### src/rtl/wmirq_pkg.sv
package wmirq_pkg;

  localparam int WORD_W = 16;

  // Status / enable bit positions
  localparam int BIT_READY   = 15;
  localparam int BIT_SERVICE = 14;
  localparam int BIT_LEVEL   = 8;
  localparam int BIT_AUX     = 6;
  localparam int MODE_BIT    = 15;

  // Implemented flag positions; all others read zero
  localparam logic [WORD_W-1:0] FLAG_VALID = 16'hC147;
  localparam logic [WORD_W-1:0] MASK_RESET = 16'h8000;
  localparam logic [WORD_W-1:0] LEVEL_ONLY = 16'h0100;

  // Control-to-datapath strobes
  typedef struct packed {
    logic loadMask;
    logic loadLow;
    logic loadHigh;
    logic lowAllowed;
  } ctlStrobe_t;

endpackage

### src/rtl/wmirq_ctrl.sv
module wmirq_ctrl
  import wmirq_pkg::*;
(
  input  logic       clk,
  input  logic       rstN,
  input  logic       wrEn,
  input  logic       wrSel,
  input  logic       wrMode,
  input  logic       highCond,
  output ctlStrobe_t strobe
);

  logic armed;     // a watermark write has occurred since reset
  logic gated;     // last watermark write was high mode
  logic highSeen;  // high condition observed since that write
  logic wmWrite;

  assign wmWrite = wrEn & wrSel;

  always_ff @(posedge clk or negedge rstN) begin
    if (!rstN) begin
      armed    <= 1'b0;
      gated    <= 1'b0;
      highSeen <= 1'b0;
    end else if (wmWrite) begin
      armed    <= 1'b1;
      gated    <= wrMode;
      highSeen <= 1'b0;
    end else if (armed && gated && highCond) begin
      highSeen <= 1'b1;
    end
  end

  always_comb begin
    strobe.loadMask   = wrEn & ~wrSel;
    strobe.loadLow    = wmWrite & ~wrMode;
    strobe.loadHigh   = wmWrite & wrMode;
    strobe.lowAllowed = armed & (~gated | highSeen);
  end

endmodule

### src/rtl/wmirq_dpath.sv
module wmirq_dpath
  import wmirq_pkg::*;
#(
  parameter int CNT_W = 15   // must not exceed 15: bit 15 is the mode bit
) (
  input  logic              clk,
  input  logic              rstN,
  input  ctlStrobe_t        strobe,
  input  logic [WORD_W-1:0] wrData,
  input  logic [CNT_W-1:0]  sampleCount,
  input  logic [WORD_W-1:0] evtIn,
  input  logic              clrEn,
  input  logic [WORD_W-1:0] clrMask,
  output logic              highCond,
  output logic [CNT_W-1:0]  lowWm,
  output logic [WORD_W-1:0] enMask,
  output logic [WORD_W-1:0] statusWord,
  output logic              irqN
);

  localparam logic [WORD_W-1:0] EVT_KEEP = FLAG_VALID & ~LEVEL_ONLY;
  localparam logic [CNT_W-1:0]  WM_HIGH_RST = '1;

  logic [CNT_W-1:0]  highWm;
  logic [CNT_W-1:0]  payload;
  logic              lowCond;
  logic [WORD_W-1:0] setVec;
  logic [WORD_W-1:0] clrVec;

  assign payload = wrData[CNT_W-1:0];

  always_ff @(posedge clk or negedge rstN) begin
    if (!rstN) begin
      lowWm  <= '0;
      highWm <= WM_HIGH_RST;
    end else begin
      if (strobe.loadLow)  lowWm  <= payload;
      if (strobe.loadHigh) highWm <= payload;
    end
  end

  assign lowCond  = (sampleCount <= lowWm);
  assign highCond = (sampleCount >= highWm);

  assign setVec = (evtIn & EVT_KEEP)
                | ((strobe.lowAllowed & lowCond) ? LEVEL_ONLY : '0);
  assign clrVec = clrEn ? clrMask : '0;

  for (genvar i = 0; i < WORD_W; i++) begin : g_bit
    if (FLAG_VALID[i]) begin : g_live
      always_ff @(posedge clk or negedge rstN) begin
        if (!rstN) begin
          statusWord[i] <= 1'b0;
          enMask[i]     <= MASK_RESET[i];
        end else begin
          statusWord[i] <= setVec[i] | (statusWord[i] & ~clrVec[i]);
          if (strobe.loadMask) enMask[i] <= wrData[i];
        end
      end
    end else begin : g_tied
      assign statusWord[i] = 1'b0;
      assign enMask[i]     = 1'b0;
    end
  end

  always_ff @(posedge clk or negedge rstN) begin
    if (!rstN) irqN <= 1'b1;
    else       irqN <= ~|(statusWord & enMask);
  end

endmodule

### src/rtl/wmirq_top.sv
module wmirq_top
  import wmirq_pkg::*;
#(
  parameter int CNT_W = 15
) (
  input  logic              clk,
  input  logic              rstN,
  input  logic              wrEn,
  input  logic              wrSel,
  input  logic [15:0]       wrData,
  input  logic [CNT_W-1:0]  sampleCount,
  input  logic [15:0]       evtIn,
  input  logic              clrEn,
  input  logic [15:0]       clrMask,
  output logic [15:0]       statusWord,
  output logic              irqN
);

  ctlStrobe_t       strobe;
  logic             highCond;
  logic [CNT_W-1:0] lowWm;
  logic [15:0]      enMask;

  wmirq_ctrl ctrl_i (
    .clk      (clk),
    .rstN     (rstN),
    .wrEn     (wrEn),
    .wrSel    (wrSel),
    .wrMode   (wrData[MODE_BIT]),
    .highCond (highCond),
    .strobe   (strobe)
  );

  wmirq_dpath #(.CNT_W(CNT_W)) dpath_i (
    .clk         (clk),
    .rstN        (rstN),
    .strobe      (strobe),
    .wrData      (wrData),
    .sampleCount (sampleCount),
    .evtIn       (evtIn),
    .clrEn       (clrEn),
    .clrMask     (clrMask),
    .highCond    (highCond),
    .lowWm       (lowWm),
    .enMask      (enMask),
    .statusWord  (statusWord),
    .irqN        (irqN)
  );

endmodule

### config.mk
export PLATFORM = sky130hd
export DESIGN_NAME = wmirq_top
export DESIGN_NICKNAME = d
export VERILOG_FILES = /design/src/rtl/wmirq_pkg.sv /design/src/rtl/wmirq_ctrl.sv /design/src/rtl/wmirq_dpath.sv /design/src/rtl/wmirq_top.sv
export SDC_FILE = /design/constraint.sdc
export NUM_CORES = 1
export LEC_CHECK = 0
export ABC_AREA = 1
export BUFFER_PORTS_ARGS = -buffer_cell sky130_fd_sc_hd__buf_4
export CAP_MARGIN = 20
export CORE_MARGIN = 1.5
export CORE_UTILIZATION = 30
export DETAILED_ROUTE_END_ITERATION = 10
export GPL_ROUTABILITY_DRIVEN = 0
export PLACE_DENSITY_LB_ADDON = 0.1
export REMOVE_ABC_BUFFERS = 1
export SYNTH_ARGS = -nofsm -noshare
export SYNTH_HDL_FRONTEND = slang
export SYNTH_HIERARCHICAL = 1
export SYNTH_SLANG_ARGS = --single-unit
### constraint.sdc
create_clock -name clk -period 1.5 [get_ports clk]
set_clock_uncertainty 0.05 [all_clocks]
set_input_delay 0.3 -clock clk [delete_from_list [all_inputs] [get_ports clk]]
set_output_delay 0.3 -clock clk [all_outputs]
set_load 0.02 [all_outputs]
==> summary by stage <==
Clocking
The later pin in the worst-skew pair is clocked with a latency of approximately 300 ps. Buffers inserted during clock tree synthesis total 5. The sink count of the clock tree is 48. The clock tree root driver cell is sky130_fd_sc_hd__clkbuf_8. Clock-pin slew was measured on the worst setup and hold paths at approximately 100 ps. The number of levels the H-tree was split into is 2. The clock passes through at most 2 buffers.

TritonCTS built the clock tree.

Floorplan
The vertical die dimension is about 98 µm. The die area is 0.00957 mm². Pin placement for this block handled 85 I/O pins. Once the floorplan was initialized, standard cells occupied just over 30% of the core. The width of the die is ~98 µm. In this run the core area contains 34 standard-cell rows. The area of the core region is roughly 0.0087 mm².

Route
The first detailed-routing pass took 6 iterations. Summing over every cut layer, the via total after detailed routing is approximately 2100. The count of nets left with antenna violations once routing finished came out at 0. For this block, the initial DRC count from the detailed router was a little under 60. In the routed layout, each cell is associated on average with a via count of between 4 and 5. The number of remaining DRC errors is 0. The total routed wirelength is just under 6000 µm. In the final routed layout, each cell accounts on average for 12.0 µm.

STA
The final setup slack of the worst path is -176 ps. The final critical path time including I/O delays and setup is between 1500 and 2000 ps. The number of hold violations in the final report is 0.

Setup repair after global routing could not meet its margin everywhere. The worst hold slack across all endpoints is approximately 120 ps. The total of endpoints with negative setup slack in the final report is 1. Based on the critical path, the design can be clocked at up to about 600 MHz. The max-slew violation count is 0. The part of the cycle the worst path needs is 112%.

Synthesis
Dividing the synthesized area by the synthesized cell count gives about 9 µm². The cell count after synthesis is just over 300. The Yosys step of the flow raised 6 warnings. Summing every instance area after synthesis gives ~0.0027 mm².

Finish
In the final layout, the share of cells above drive strength 1 is 43.5%. The utilization after layout is between 40% and 50%. The design area is roughly 0.0037 mm². The number of filler cells placed in the layout is around 890. At the end of the flow, the number of nets in the layout was between 400 and 500.

Relative to the synthesized area, the layout overhead comes to 38.4%. 0 antenna diodes ended up in the layout.

Run status
The flow ran to the end, but the final reports show violations. The final reports fail on negative setup slack.

Hold path
The path category of the worst min-delay check is input port to flip-flop. The end point of the worst hold path is dpath_i/statusWord[2]$_DFF_PN0_. The worst hold path passes through 2 cells.

The worst hold path begins at evtIn[2].

Placement
The pre-CTS setup slack is -245 ps. The half-perimeter wire length after detailed placement is approximately 4600 µm. The count of buffers added on input and output ports is 56.

Once placement finished, the instance area stood at 0.00332 mm².

Setup path
The startpoint of the lowest-slack register-to-register path is dpath_i/highWm[2]$_DFFE_PN1P_. The worst setup path is launched from a flip-flop. Data on the critical path is required at its endpoint by about 1700 ps. The worst register-to-register path ends at ctrl_i/highSeen$_DFFE_PN0P_.

Measured in cells, the most critical reg-to-reg path has a length of 10. STA classifies the critical path endpoint as a flip-flop. Across all register-to-register paths, the minimum setup slack is -180 ps. The worst setup path is of the flip-flop to flip-flop kind.

Along the worst path, the maximum fanout reaches 3. Data on the critical path arrives at its endpoint at 1860 ps.

GRT
The met2 track demand over resource in global routing is about a fifth. For this run, global-route usage on met1 was measured as about 17%. Summed over all layers, the global routing overflow is 0. The first global-routing pass estimated 9720 µm of wire. The layer flagged by global routing as most heavily used is met2. The number of antenna violations at the first check in global routing is 0. For this run, global-route usage on met3 was measured as 3.29%.

The total track usage is roughly an eighth. The largest net degree at the start of global routing is 24. The via count of the first global-routing pass is a little over 2000.

Power and ir drop
For this design the static power due to leakage is around 0.0018 µW. The worst-case IR drop observed on VDD is 0.453 mV. Dividing total power by cell area gives a power density of roughly 990 mW/mm².

Job
Across the run, the number of max-cap violations was 0.
[state kept, by name, summed over array words and instances, names as in the netlist]
name / flops
dpath_i/enMask: 7
dpath_i/lowWm: 15
dpath_i/statusWord: 7
dpath_i/irqN: 1
dpath_i/highWm: 15
ctrl_i/gated: 1
ctrl_i/highSeen: 1
ctrl_i/armed: 1
[how the worst max path moves through the flow]
stage | startpoint | end | slack (ps) | cells past startpoint
finish | dpath_i/highWm[2]$_DFFE_PN1P_ | ctrl_i/highSeen$_DFFE_PN0P_ | -180 | 10
global route | dpath_i/highWm[2]$_DFFE_PN1P_ | ctrl_i/highSeen$_DFFE_PN0P_ | -290 | 10
CTS | dpath_i/highWm[14]$_DFFE_PN1P_ | ctrl_i/highSeen$_DFFE_PN0P_ | -190 | 10
detailed placement | dpath_i/highWm[14]$_DFFE_PN1P_ | ctrl_i/highSeen$_DFFE_PN0P_ | -250 | 10
global placement | dpath_i/highWm[14]$_DFFE_PN1P_ | ctrl_i/highSeen$_DFFE_PN0P_ | -230 | 10
floorplan | wrSel | dpath_i/highWm[0]$_DFFE_PN1P_ | -210 | 3
[layer usage]
metal  vias up  wire, µm
li1       1120         -
met5         -         0
met2        57      2750
met4         0        40
met3         2       306
met1       963      2810
[where the power goes]
group	switching [µW]	internal, µW	leakage (µW)	total [µW]
Clock	461	378	0.0000516	839
Combinational	639	584	0.00117	1220
Sequential	80.5	1540	0.000535	1620
Total	1180	2500	0.00176	3680
[layout make-up]
cell class	instances	area (µm²)	area share, %
clock inverters	2	13.8	0.369
repair buffers	77	593	15.9
flip-flops and latches	48	1220	32.8
well taps	108	135	3.62
multi-input cells	204	1510	40.4
inverters	47	178	4.76
clock buffers	6	82.6	2.21
[worst max-delay path: stages (launching register included)]
cell and delay, ps:
sky130_fd_sc_hd__dfstp_2 530, sky130_fd_sc_hd__inv_2 50, sky130_fd_sc_hd__ha_4 270, sky130_fd_sc_hd__nand2_2 50, sky130_fd_sc_hd__o21ai_2 120, sky130_fd_sc_hd__nand2_1 60, sky130_fd_sc_hd__o211ai_1 90, sky130_fd_sc_hd__nand2_1 100
sky130_fd_sc_hd__nand3_2 70, sky130_fd_sc_hd__nand3_2 80, sky130_fd_sc_hd__a21oi_2 130
[metrics by stage]
stage	setup TNS (ps)	power (µW)	std cells
after global placement	-316	2610	480
after detailed placement	-341	2630	480
after global routing	-310	3970	492
final	-176	3680	492
after floorplan	-888	2220	299
after CTS	-188	3540	489
[cell usage in the layout, fill, tap and decap left out, types with 6 or more instances in the layout]
cell	count
sky130_fd_sc_hd__buf_4	75
sky130_fd_sc_hd__conb_1	9
sky130_fd_sc_hd__inv_1	32
sky130_fd_sc_hd__a21oi_1	10
sky130_fd_sc_hd__ha_4	16
sky130_fd_sc_hd__a21o_1	6
sky130_fd_sc_hd__dfrtp_1	31
sky130_fd_sc_hd__ha_1	14
sky130_fd_sc_hd__nand2_1	72
sky130_fd_sc_hd__mux2_2	9
sky130_fd_sc_hd__clkbuf_8	6
sky130_fd_sc_hd__nand2_2	7
sky130_fd_sc_hd__dfstp_2	17
sky130_fd_sc_hd__o21ai_0	28
sky130_fd_sc_hd__inv_2	14
[repair_timing]
action,CTS,global route
resized for setup,11,43
hold endpoints to repair,13,0
pin swaps,3,15
hold buffers,1,0
setup endpoints to repair,2,2
setup buffers,0,3
Power figures use the tool's default switching activity.
